--- config.mk ---
export PLATFORM = sky130hd
export DESIGN_NAME = pcm_slot_port
export DESIGN_NICKNAME = d
export VERILOG_FILES = /design/src/rtl/pcm_slot_pkg.sv /design/src/rtl/pcm_tx_lane.sv /design/src/rtl/pcm_rx_lane.sv /design/src/rtl/pcm_tx_merge.sv /design/src/rtl/pcm_slot_port.sv
export SDC_FILE = /design/constraint.sdc
export NUM_CORES = 1
export LEC_CHECK = 0
export BUFFER_PORTS_ARGS = -buffer_cell sky130_fd_sc_hd__buf_2
export CAP_MARGIN = 25
export CORE_ASPECT_RATIO = 1.1
export CORE_MARGIN = 4
export CORE_UTILIZATION = 30
export DETAILED_ROUTE_END_ITERATION = 7
export PLACE_DENSITY = 0.45
export SLEW_MARGIN = 20
export SYNTH_ARGS = -nofsm -noshare
export SYNTH_HDL_FRONTEND = slang
export SYNTH_SLANG_ARGS = --single-unit
--- constraint.sdc ---
create_clock -name clk -period 4.89 [get_ports clk]
set_clock_uncertainty 0.05 [all_clocks]
set_input_delay 0.2445 -clock clk [delete_from_list [all_inputs] [get_ports clk]]
set_output_delay 0.2445 -clock clk [all_outputs]
set_load 0.005 [all_outputs]
--- src/rtl/pcm_slot_pkg.sv ---
package pcm_slot_pkg;
   localparam int unsigned SLOT_BITS_DEF  = 8;
   localparam int unsigned NUM_CH_DEF     = 4;
   localparam int unsigned FRAME_CLKS_DEF = 256;

   function automatic int unsigned cnt_width(input int unsigned n);
      return (n <= 2) ? 1 : $clog2(n);
   endfunction
endpackage

--- src/rtl/pcm_tx_lane.sv ---
module pcm_tx_lane
   import pcm_slot_pkg::*;
#(
   parameter int unsigned SLOT_BITS = SLOT_BITS_DEF
) (
   input  logic                 clk,
   input  logic                 rst_n,
   input  logic                 fs,
   input  logic [SLOT_BITS-1:0] byte_in,
   output logic                 oe,
   output logic                 bit_out
);
   localparam int unsigned CW = cnt_width(SLOT_BITS);
   localparam logic [CW-1:0] LAST = CW'(SLOT_BITS - 1);

   logic                 fs_q;
   logic                 sync_edge;
   logic                 active;
   logic [CW-1:0]        cnt;
   logic [SLOT_BITS-1:0] sh;

   assign sync_edge = fs & ~fs_q;

   always_ff @(posedge clk or negedge rst_n) begin
      if (!rst_n) begin
         fs_q   <= 1'b0;
         active <= 1'b0;
         cnt    <= '0;
         sh     <= '0;
      end else begin
         fs_q <= fs;
         if (sync_edge) begin
            sh     <= byte_in;
            active <= 1'b1;
            cnt    <= '0;
         end else if (active) begin
            sh  <= {sh[SLOT_BITS-2:0], 1'b0};
            cnt <= (cnt == LAST) ? '0 : cnt + 1'b1;
            if (cnt == LAST) begin
               active <= 1'b0;
            end
         end
      end
   end

   assign oe      = active;
   assign bit_out = active & sh[SLOT_BITS-1];

   // the first bit on the line is the MSB present at the sync edge
   p_load_msb_r2: assert property (@(posedge clk) disable iff (!rst_n)
      sync_edge |=> (oe && bit_out == $past(byte_in[SLOT_BITS-1])));

   // slot closes after its last bit
   p_slot_len_r3: assert property (@(posedge clk) disable iff (!rst_n)
      (active && cnt == LAST && !sync_edge) |=> !oe);

   // a held-high sync does not reopen a slot
   p_no_retrig_r5: assert property (@(posedge clk) disable iff (!rst_n)
      (fs && $past(fs)) |-> !sync_edge);
endmodule

--- src/rtl/pcm_rx_lane.sv ---
module pcm_rx_lane
   import pcm_slot_pkg::*;
#(
   parameter int unsigned SLOT_BITS = SLOT_BITS_DEF
) (
   input  logic                 clk,
   input  logic                 rst_n,
   input  logic                 fs,
   input  logic                 din,
   output logic [SLOT_BITS-1:0] byte_out,
   output logic                 valid
);
   localparam int unsigned CW = cnt_width(SLOT_BITS);
   localparam logic [CW-1:0] LAST = CW'(SLOT_BITS - 1);

   logic                 fs_q;
   logic                 sync_edge;
   logic                 active;
   logic [CW-1:0]        cnt;
   logic [SLOT_BITS-1:0] sh;

   assign sync_edge = fs & ~fs_q;

   always_ff @(negedge clk or negedge rst_n) begin
      if (!rst_n) begin
         fs_q     <= 1'b0;
         active   <= 1'b0;
         cnt      <= '0;
         sh       <= '0;
         byte_out <= '0;
         valid    <= 1'b0;
      end else begin
         fs_q  <= fs;
         valid <= 1'b0;
         if (sync_edge) begin
            sh     <= {{(SLOT_BITS-1){1'b0}}, din};
            cnt    <= CW'(1);
            active <= 1'b1;
         end else if (active) begin
            sh  <= {sh[SLOT_BITS-2:0], din};
            cnt <= (cnt == LAST) ? '0 : cnt + 1'b1;
            if (cnt == LAST) begin
               active   <= 1'b0;
               byte_out <= {sh[SLOT_BITS-2:0], din};
               valid    <= 1'b1;
            end
         end
      end
   end

   // valid is a single-cycle strobe
   p_valid_pulse_r8: assert property (@(negedge clk) disable iff (!rst_n)
      valid |=> !valid);

   // no slot open, no edge: nothing changes at the output
   p_ignore_idle_r9: assert property (@(negedge clk) disable iff (!rst_n)
      (!active && !sync_edge) |=> (!valid && $stable(byte_out)));
endmodule

--- src/rtl/pcm_tx_merge.sv ---
module pcm_tx_merge
   import pcm_slot_pkg::*;
#(
   parameter int unsigned NUM_CH = NUM_CH_DEF
) (
   input  logic              clk,
   input  logic              rst_n,
   input  logic [NUM_CH-1:0] lane_oe,
   input  logic [NUM_CH-1:0] lane_bit,
   output logic              oe,
   output logic              data
);
   assign oe   = |lane_oe;
   assign data = |(lane_oe & lane_bit);

   // never two channels on the shared line
   p_one_driver_r6: assert property (@(posedge clk) disable iff (!rst_n)
      $onehot0(lane_oe));

   // released line carries zero
   p_idle_zero_r4: assert property (@(posedge clk) disable iff (!rst_n)
      !oe |-> !data);
endmodule

--- src/rtl/pcm_slot_port.sv ---
module pcm_slot_port
   import pcm_slot_pkg::*;
#(
   parameter int unsigned NUM_CH     = NUM_CH_DEF,
   parameter int unsigned SLOT_BITS  = SLOT_BITS_DEF,
   parameter int unsigned FRAME_CLKS = FRAME_CLKS_DEF
) (
   input  logic                        clk,
   input  logic                        rst_n,
   input  logic [NUM_CH-1:0]           fs_tx,
   input  logic [NUM_CH*SLOT_BITS-1:0] tx_byte,
   output logic                        dx_data,
   output logic                        dx_oe,
   input  logic [NUM_CH-1:0]           fs_rx,
   input  logic                        dr_in,
   output logic [NUM_CH*SLOT_BITS-1:0] rx_byte,
   output logic [NUM_CH-1:0]           rx_valid
);
   localparam int unsigned SLOT_CLKS = NUM_CH * SLOT_BITS;

   if (NUM_CH < 1) begin : g_bad_ch
      $error("pcm_slot_port: NUM_CH must be at least 1");
   end
   if (SLOT_BITS < 2) begin : g_bad_bits
      $error("pcm_slot_port: SLOT_BITS must be at least 2");
   end
   if (FRAME_CLKS < SLOT_CLKS) begin : g_bad_frame
      $error("pcm_slot_port: frame too short for all slots");
   end

   logic [NUM_CH-1:0] lane_oe;
   logic [NUM_CH-1:0] lane_bit;

   for (genvar c = 0; c < NUM_CH; c++) begin : g_ch
      pcm_tx_lane #(.SLOT_BITS(SLOT_BITS)) u_tx (
         .clk     (clk),
         .rst_n   (rst_n),
         .fs      (fs_tx[c]),
         .byte_in (tx_byte[c*SLOT_BITS +: SLOT_BITS]),
         .oe      (lane_oe[c]),
         .bit_out (lane_bit[c])
      );

      pcm_rx_lane #(.SLOT_BITS(SLOT_BITS)) u_rx (
         .clk      (clk),
         .rst_n    (rst_n),
         .fs       (fs_rx[c]),
         .din      (dr_in),
         .byte_out (rx_byte[c*SLOT_BITS +: SLOT_BITS]),
         .valid    (rx_valid[c])
      );
   end

   pcm_tx_merge #(.NUM_CH(NUM_CH)) u_merge (
      .clk      (clk),
      .rst_n    (rst_n),
      .lane_oe  (lane_oe),
      .lane_bit (lane_bit),
      .oe       (dx_oe),
      .data     (dx_data)
   );

   // nothing leaves the port during reset
   p_reset_quiet_r1: assert property (@(posedge clk)
      !rst_n |-> (!dx_oe && rx_valid == '0));
endmodule

==> results of run 1 <==
## power breakdown
group | switching, mW | internal, mW
clock network | 0.508 | 0.762
logic | 0.415 | 0.639
registers | 0.368 | 1.55
## flip-flops by register name, summed over array words and instances (netlist names)
signal / flops
g_ch.u_rx.sh: 28
g_ch.u_rx.fs_q: 4
g_ch.u_tx.cnt: 12
g_ch.u_rx.active: 4
g_ch.u_rx.valid: 4
g_ch.u_rx.cnt: 12
g_ch.u_tx.oe: 4
g_ch.u_tx.sh: 32
g_ch.u_rx.byte_out: 32
g_ch.u_tx.fs_q: 4
## metal layers
layer / GRT usage, % / up-vias
li1: - / 1784
met3: 4.14 / 17
met5: 0 / -
met2: 16.5 / 74
met4: 4.29 / 0
met1: 14.2 / 1767
## placed cells by master, fill, tap and decap left out, types with 12 or more instances in the layout
cell           Yosys  final
nand2_1           38     38
dfrtp_1           52     52
mux2_4            32     32
o21ai_0           40     40
dlygate4sd3_1      0     35
nor2_1            42     42
ha_1              17     17
dfrtn_1           84     84
clkbuf_16          0     18
nand2b_1          12     12
mux2i_1           66     66
buf_2              8     79
## through the flow
| step | instances | area (sq um) | setup WS [ns] | hold WS (ns) | power (mW) |
|---|---|---|---|---|---|
| finish | 827 | 7370 | 1.19 | 0.0180 | 4.24 |
| global route | 827 | 7370 | 1.13 | 0.0197 | 4.55 |
| CTS | 827 | 7370 | 1.15 | 0.00563 | 4.33 |
| detailed placement | 760 | 6430 | 1.16 | 0.315 | 3.00 |
| global placement | 758 | 6410 | 1.17 | 0.313 | 2.95 |
| floorplan | 459 | 5870 | 1.33 | -0.101 | 2.65 |
## how the worst min path moves through the flow
stage	end	from	slack, ns	cells past startpoint
floorplan	g_ch[0].u_tx.cnt[0]	rst_n	-0.10	0
global placement	g_ch[1].u_tx.fs_q	fs_tx[1]	0.31	1
detailed placement	g_ch[3].u_tx.fs_q	fs_tx[3]	0.31	1
CTS	g_ch[3].u_tx.sh[0]	tx_byte[24]	0.006	3
global route	g_ch[0].u_tx.sh[6]	tx_byte[6]	0.02	3
finish	g_ch[3].u_tx.sh[0]	tx_byte[24]	0.02	3
## kinds of logic after synthesis
family          Yosys count  synth area share [%]
simple gates            119                  10.1
compound gates           52                  4.78
buf+inv                  34                  3.43
fa+ha+maj                17                  3.63
mux                     101                  20.0
flops                   136                  58.0
## area by class of cell
| class | count | area share [%] |
|---|---|---|
| inverters | 5 | 0.255 |
| clock inverters | 12 | 1.51 |
| clock buffers | 20 | 6.48 |
| repair buffers | 118 | 10.6 |
| flip-flops and latches | 136 | 46.2 |
| well taps | 247 | 4.19 |
| multi-input cells | 289 | 30.8 |
## repair_timing
action,in CTS,in global routing
hold endpoints to repair,38,0
endpoints found under the setup margin,0,0
hold buffers,35,0
gates resized for setup,0,0
==> impl_metrics.tcl, run 1 <==
set metrics [dict create \
    grt_use_total_pct 10.9 \
    dr_wl_met3_microns 735 \
    clockBufferDepth 2 \
    dr_wl_met2_mm 5.03 \
    cpPeakStageDelay_ns 0.43 \
    endpoint_kind "primary output" \
    cts_tree "done" \
    synth_area_per_cell_sq_um 12.8 \
    p_per_area_nw_per_um2 576 \
    yosysMostFrequentCell "dfrtn_1" \
    io-pin-count 81 \
    finalHoldViolCount 0 \
    rsz0062_at_grt "no" \
    grt_overflow 0 \
    drt-total-wl_mm 11.3 \
    synth_edf_count 0 \
    synthArstFlopShare_pct 100 \
    topRoutingLayerUsed "met4" \
    crit_path_start "g_ch[0].u_rx.byte_out[0]" \
    power.leakage_nw 3.90 \
    rr_worst_depth 2 \
    drive_gt1_share_pct 27.6 \
    max_slew_margin_pct 44.7 \
    endpoint "rx_byte[0]" \
    netlist_area_sq_um 5870 \
    ys.flop_type "dfrtn_1" \
    cts.clk_slew.worst_paths_ns 0.06 \
    wire_per_inst_microns 13.7 \
    cp_cell_sequence "buf_2" \
    crit_buf_inv 1 \
    antenna_left 0 \
    ys_ff_latch 136 \
    grt_pass1_wl_mm 19.3 \
    cp_max_fo 2 \
    worstMarginPinSlew_ns 0.829 \
    syn_nets 519 \
    coreArea_sq_um 19200 \
    viasPerCell 4.40 \
    drv_cap 0 \
    crit_arrival_ns 3.41 \
    ys_types 29 \
    dpl.hpwl_mm 7.41 \
    required_ns 4.60 \
    crit_family "flip-flops" \
    drt_iter0_markers 119 \
    final_util_pct 38.5 \
    start_util_pct 30.6 \
    hp-class "in2reg" \
    fillers 1839 \
    rows 53 \
    rr_startpoint "g_ch[0].u_rx.active" \
    wl_met1_mm 5.36 \
    grt_max_degree 90 \
    antenna_found_initial 0 \
    drc_errors 0 \
    yosysWarnings 0 \
    ys_top_cells_by_area "dfrtn_1 (36%), dfrtp_1 (22%), mux2i_1 (11%)" \
    slowest_stage "dfrtn_1" \
    place.gp.congestion 0.729 \
    die_h_microns 155 \
    synth_common_cells "dfrtn_1 (84), mux2i_1 (66), dfrtp_1 (52)" \
    fp.dieArea_sq_um 21900 \
    post_cts_buffers 0 \
    clkLatencyLatePin_ns 0.41 \
    multiInputGateArea_sq_um 2270 \
    nNetsFinal 627 \
    syn_to_final_growth_pct 25.6 \
    yosys.area.top_type "dfrtn_1" \
    dr.pass1.iters 6 \
    clock-sinks 136 \
    grt_pass1_vias 3923 \
    slew_viol_final 0 \
    ir_worst_vdd_v 0.000226 \
    cp.depth 1 \
    h-tree-depth 4 \
    startpoint_type "flop" \
    tns_ns 0 \
    setup_violations 0 \
    dieWidth_microns 141 \
    outcome "finished, final reports clean" \
    yosysTopAreaCellShare_pct 35.8 \
    vias 3642 \
    synth-seq-area-share_pct 58.0 \
    root_buffer "clkbuf_16" \
    final-seq-area_sq_um 3400 \
    diodes 0 \
    portBuffers 80 \
    synthCells 459 \
    cts_made_buffers 17 \
    reg2reg_to "g_ch[0].u_rx.byte_out[0]" \
    reg2reg_slack_ns 3.23 \
    worst-setup-path-type "reg2out" \
]
Note: power is estimated with default switching activity, not from simulation.
==> run 2, diff against run 1 <==
- PLACE_DENSITY: 0.45 -> 0.47
- clock period: 4.89 -> 3.4 ns (I/O delays scaled with it)
==> run 2 against run 1 <==
  * Sequential share of layout area down 0.070 points
  * Register-to-register slack worse by 1.5 ns
  * Clock-buffer cell count unchanged
  * Global-route usage up 0.14 points
  * Via count up 1.2%
  * First-iteration DRC count down 6.7%
  * Worst hold slack better by 0.11 ns
==> impl_metrics.tcl, run 2 (synthesis gave the netlist of run 1 again) <==
set metrics [dict create \
    multiInputGateArea_sq_um 2270 \
    cp_max_fo 2 \
    syn_to_final_growth_pct 25.8 \
    tns_ns 0 \
    endpoint_kind "primary output" \
    root_buffer "clkbuf_16" \
    p_sw_share_pct 30.7 \
    viasPerCell 4.44 \
    cts_made_buffers 17 \
    die_h_microns 155 \
    final_common_cell "dfrtn_1" \
    coreArea_sq_um 19200 \
    reg_top3 "g_ch.u_rx.byte_out (32), g_ch.u_tx.sh (32), g_ch.u_rx.sh (28)" \
    hold_ws_ns 0.129 \
    dr.pass1.iters 4 \
    cts_tree "done" \
    clkLatencyLatePin_ns 0.41 \
    drv_cap 0 \
    ir_worst_vdd_v 0.000365 \
    antenna_found_initial 0 \
    slew_viol_final 0 \
    cts.clk_slew.worst_paths_ns 0.05 \
    cp_cell_sequence "buf_2" \
    final-seq-area_sq_um 3400 \
    comb_power_share_pct 25.2 \
    portBuffers 80 \
    pwr-share-seq_pct 46.0 \
    use_met2_pct 17.5 \
    drt-total-wl_mm 11.5 \
    h-tree-depth 4 \
    antenna_left 0 \
    required_ns 3.18 \
    power.leakage_nw 3.91 \
    place.gp.congestion 0.746 \
    grt_pass1_wl_mm 19.4 \
    max_slew_margin_pct 54.0 \
    crit_family "flip-flops" \
    worst-setup-path-type "reg2out" \
    drt_iter0_markers 111 \
    intPower_mw 4.18 \
    worstMarginPinSlew_ns 0.690 \
    rows 53 \
    slowest_stage "dfrtn_1" \
    p_clk_share_pct 28.8 \
    cpPeakStageDelay_ns 0.43 \
    grt_use_total_pct 11.1 \
    grt_overflow 0 \
    start_util_pct 30.6 \
    vias 3685 \
    fillers 1843 \
    outcome "finished, final reports clean" \
    diodes 0 \
    startpoint_type "flop" \
    met3_usage_pct 5.01 \
    setup_violations 0 \
    rsz0062_at_grt "no" \
    dieWidth_microns 141 \
    nNetsFinal 630 \
    fp.dieArea_sq_um 21900 \
    dpl.hpwl_mm 7.82 \
    grt_pass1_vias 3891 \
    p_switching_mw 1.85 \
    hp-class "in2async" \
    crit_buf_inv 1 \
    layout_common_cells "dfrtn_1 (84), buf_2 (79), mux2i_1 (66)" \
    clockBufferDepth 2 \
    clock-sinks 136 \
    finalHoldViolCount 0 \
    use_met1_pct 13.5 \
    top_usage_layer "met2" \
    drive_gt1_share_pct 27.8 \
    drc_errors 0 \
    post_cts_buffers 0 \
    crit_arrival_ns 2.66 \
    wire_per_inst_microns 13.9 \
    io-pin-count 81 \
    grt_max_degree 53 \
    p_per_area_nw_per_um2 816 \
]
run 2: cell count changes in the layout (fill, tap and decap cells not counted):
cell	delta
inv_4	-1
bufinv_16	-1
dlygate4sd3_1	+1
inv_6	+1
clkinv_4	-1
buf_12	+1
buf_4	+1
clkinv_2	+2
run 2: area by class of cell:
type	instances	area share, %
flip-flops and latches	136	46.1
multi-input cells	289	30.7
repair buffers	121	11.1
clock buffers	20	6.47
well taps	247	4.19
clock inverters	12	1.15
inverters	5	0.254
run 2: repair_timing:
item | 4_1_cts | 5_1_grt
setup endpoints to repair | 0 | 0
hold buffers | 36 | 0
gates resized for setup | 0 | 0
hold endpoints to repair | 36 | 0
run 2: stage by stage:
step / instance area (sq um) / setup WS (ns) / cells / util [%] / power [mW]
6_report: 7380 / 0.520 / 830 / 38.5 / 6.02
5_1_grt: 7380 / 0.472 / 830 / 38.5 / 6.47
4_1_cts: 7380 / 0.485 / 830 / 38.5 / 6.14
3_5_place_dp: 6450 / 0.482 / 762 / 33.7 / 4.33
3_3_place_gp: 6430 / 0.502 / 760 / 33.6 / 4.25
2_1_floorplan: 5870 / 0.659 / 459 / - / 3.82
run 2: power by group through the flow:
stage / Clock [mW] / Sequential [mW] / Combinational (mW)
finish: 1.73 / 2.77 / 1.52
global route: 1.87 / 2.87 / 1.73
CTS: 1.80 / 2.79 / 1.56
detailed placement: 0 / 2.80 / 1.53
global placement: 0 / 2.79 / 1.46
floorplan: 0 / 2.54 / 1.27
run 2: final timing paths:
check | from | to | slack, ns | depth (start not counted)
min in group clk | fs_tx[0] | g_ch[0].u_tx.fs_q | 0.36 | 2
worst min register to register | g_ch[0].u_rx.sh[6] | g_ch[0].u_rx.byte_out[7] | 0.40 | 1
worst min-delay path | rst_n | g_ch[2].u_tx.cnt[0] | 0.13 | 2
max in group asynchronous | rst_n | g_ch[2].u_rx.cnt[0] | 1.54 | 2
worst max-delay path | g_ch[0].u_rx.byte_out[1] | rx_byte[1] | 0.52 | 1
worst max register to register | g_ch[1].u_rx.active | g_ch[1].u_rx.byte_out[3] | 1.75 | 2
run 2: per-layer routing:
| layer | wire [microns] | share of wire [%] |
|---|---|---|
| met4 | 136 | 1.2 |
| met5 | 0 | 0 |
| met3 | 837 | 7.3 |
| met1 | 5290 | 46 |
| met2 | 5280 | 46 |
==> run 3, diff against run 2 <==
- clock period: 3.4 -> 2.4 ns (I/O delays scaled with it)
==> run 3 against run 2 <==
  * Design area up 0.85%
  * Worst hold slack lost 0.11 ns
  * Total power up 44%
  * Sequential cell count is the same
  * Critical path depth unchanged
  * Die area stayed put
  * Largest power group unchanged
  * Highest routed layer unchanged
==> impl_metrics.tcl, run 3 (synthesis gave the netlist of run 1 again) <==
set metrics [dict create \
    hp-class "in2async" \
    crit_family "flip-flops" \
    root_buffer "clkbuf_16" \
    grt_pass1_vias 3884 \
    viasPerCell 4.40 \
    rr_worst_depth 2 \
    dpl.hpwl_mm 7.75 \
    wire_per_inst_microns 13.7 \
    worst-setup-path-type "reg2out" \
    syn_to_final_growth_pct 26.9 \
    antenna_left 0 \
    post-route-cell-area_sq_um 7440 \
    rows 53 \
    startpoint_type "flop" \
    cts_resized 0 \
    grt_pass1_wl_mm 19.6 \
    p_switching_mw 2.61 \
    power.leakage_nw 3.95 \
    dr.pass1.iters 4 \
    h-tree-depth 4 \
    slew_viol_final 0 \
    p_per_area_nw_per_um2 1160 \
    dieWidth_microns 141 \
    rsz0062_at_grt "no" \
    tns_ns 0 \
    cts_tree "done" \
    diodes 0 \
    io-pin-count 81 \
    reg2reg_slack_ns 0.72 \
    grt_use_total_pct 11.2 \
    layout_common_cells "dfrtn_1 (84), buf_2 (79), mux2i_1 (66)" \
    fillers 1828 \
    crit_arrival_ns 2.15 \
    pwr-share-seq_pct 44.9 \
    ir_worst_vdd_v 0.000526 \
    coreArea_sq_um 19200 \
    fp.dieArea_sq_um 21900 \
    die_h_microns 155 \
    p_clk_share_pct 29.9 \
    drv_cap 0 \
    dr_wl_met2_mm 5.26 \
    grt_overflow 0 \
    outcome "finished, final reports clean" \
    nNetsFinal 636 \
    drt_iter0_markers 113 \
    wl_met1_mm 5.31 \
    dr_wl_met3_microns 710 \
    drt-total-wl_mm 11.4 \
    clock-sinks 136 \
    cp_cell_sequence "buf_2" \
    endpoint_kind "primary output" \
    final_util_pct 38.8 \
    final_common_cell "dfrtn_1" \
    max_slew_margin_pct 55.3 \
    drc_errors 0 \
    reg_top3 "g_ch.u_rx.byte_out (32), g_ch.u_tx.sh (32), g_ch.u_rx.sh (28)" \
    intPower_mw 6.04 \
    p_sw_share_pct 30.2 \
    clkLatencyLatePin_ns 0.41 \
    crit_buf_inv 1 \
    slowest_stage "dfrtn_1" \
    finalHoldViolCount 0 \
    topRoutingLayerUsed "met4" \
    worstMarginPinSlew_ns 0.670 \
    cpPeakStageDelay_ns 0.42 \
    placed_cell_area_sq_um 6490 \
    setup_violations 0 \
    place.gp.congestion 0.720 \
    clockBufferDepth 2 \
    cts.clk_slew.worst_paths_ns 0.05 \
    vias 3678 \
    cp_max_fo 2 \
    grt_max_degree 53 \
    cp.depth 1 \
    comb_power_share_pct 25.3 \
    antenna_found_initial 0 \
    cts_made_buffers 17 \
    start_util_pct 30.6 \
    required_ns 2.23 \
    drive_gt1_share_pct 27.8 \
    portBuffers 80 \
]
run 3: cell types whose count changed in the layout (fill, tap and decap cells not counted), sizes merged:
cell	change
buf	+6
bufinv	+1
clkbuf	+1
clkinv	-3
inv	+1
run 3: cell type report:
class | count | area [sq um] | area share [%]
Clock buffer | 21 | 483 | 6.49
Clock inverter | 11 | 106 | 1.43
Inverter | 5 | 18.8 | 0.252
Multi-Input combinational cell | 289 | 2260 | 30.4
Sequential cell | 136 | 3400 | 45.7
Tap cell | 247 | 309 | 4.15
Timing Repair Buffer | 127 | 862 | 11.6
run 3: path summary, 6_finish.rpt:
path	startpoint	to
worst max-delay path	g_ch[0].u_rx.byte_out[2]	rx_byte[2]
worst min-delay path	rst_n	g_ch[3].u_tx.cnt[0]
worst max register to register	g_ch[2].u_rx.active	g_ch[2].u_rx.byte_out[2]
worst min register to register	g_ch[2].u_rx.sh[6]	g_ch[2].u_rx.byte_out[7]
max in group asynchronous	rst_n	g_ch[2].u_rx.byte_out[7]
min in group clk	fs_tx[3]	g_ch[3].u_tx.fs_q
run 3: layer usage:
metal  up-vias  track usage (%)
li1       1804                -
met1      1788             14.0
met2        75             17.6
met3        11             4.33
met4         0             3.92
met5         -                0
run 3: power groups by stage:
stage / registers [mW] / logic [mW] / clock network, mW
finish: 3.88 / 2.19 / 2.59
global route: 4.03 / 2.51 / 2.78
CTS: 3.91 / 2.25 / 2.68
detailed placement: 3.93 / 2.20 / 0
global placement: 3.92 / 2.11 / 0
floorplan: 3.60 / 1.81 / 0
run 3: timing repair:
item / in CTS / in global routing
endpoints found under the hold margin: 36 / 0
hold buffers: 36 / 0
setup buffers: 0 / 0
run 3: through the flow:
stage,setup WS (ns),hold WS (ns),total power [mW],cells
after floorplan,0.209,-0.226,5.41,459
after global placement,0.0590,0.188,6.03,768
after detailed placement,0.0423,0.191,6.13,768
after CTS,0.0375,0.0624,8.83,836
after global routing,0.0103,0.127,9.32,836
final,0.0762,0.0206,8.66,836
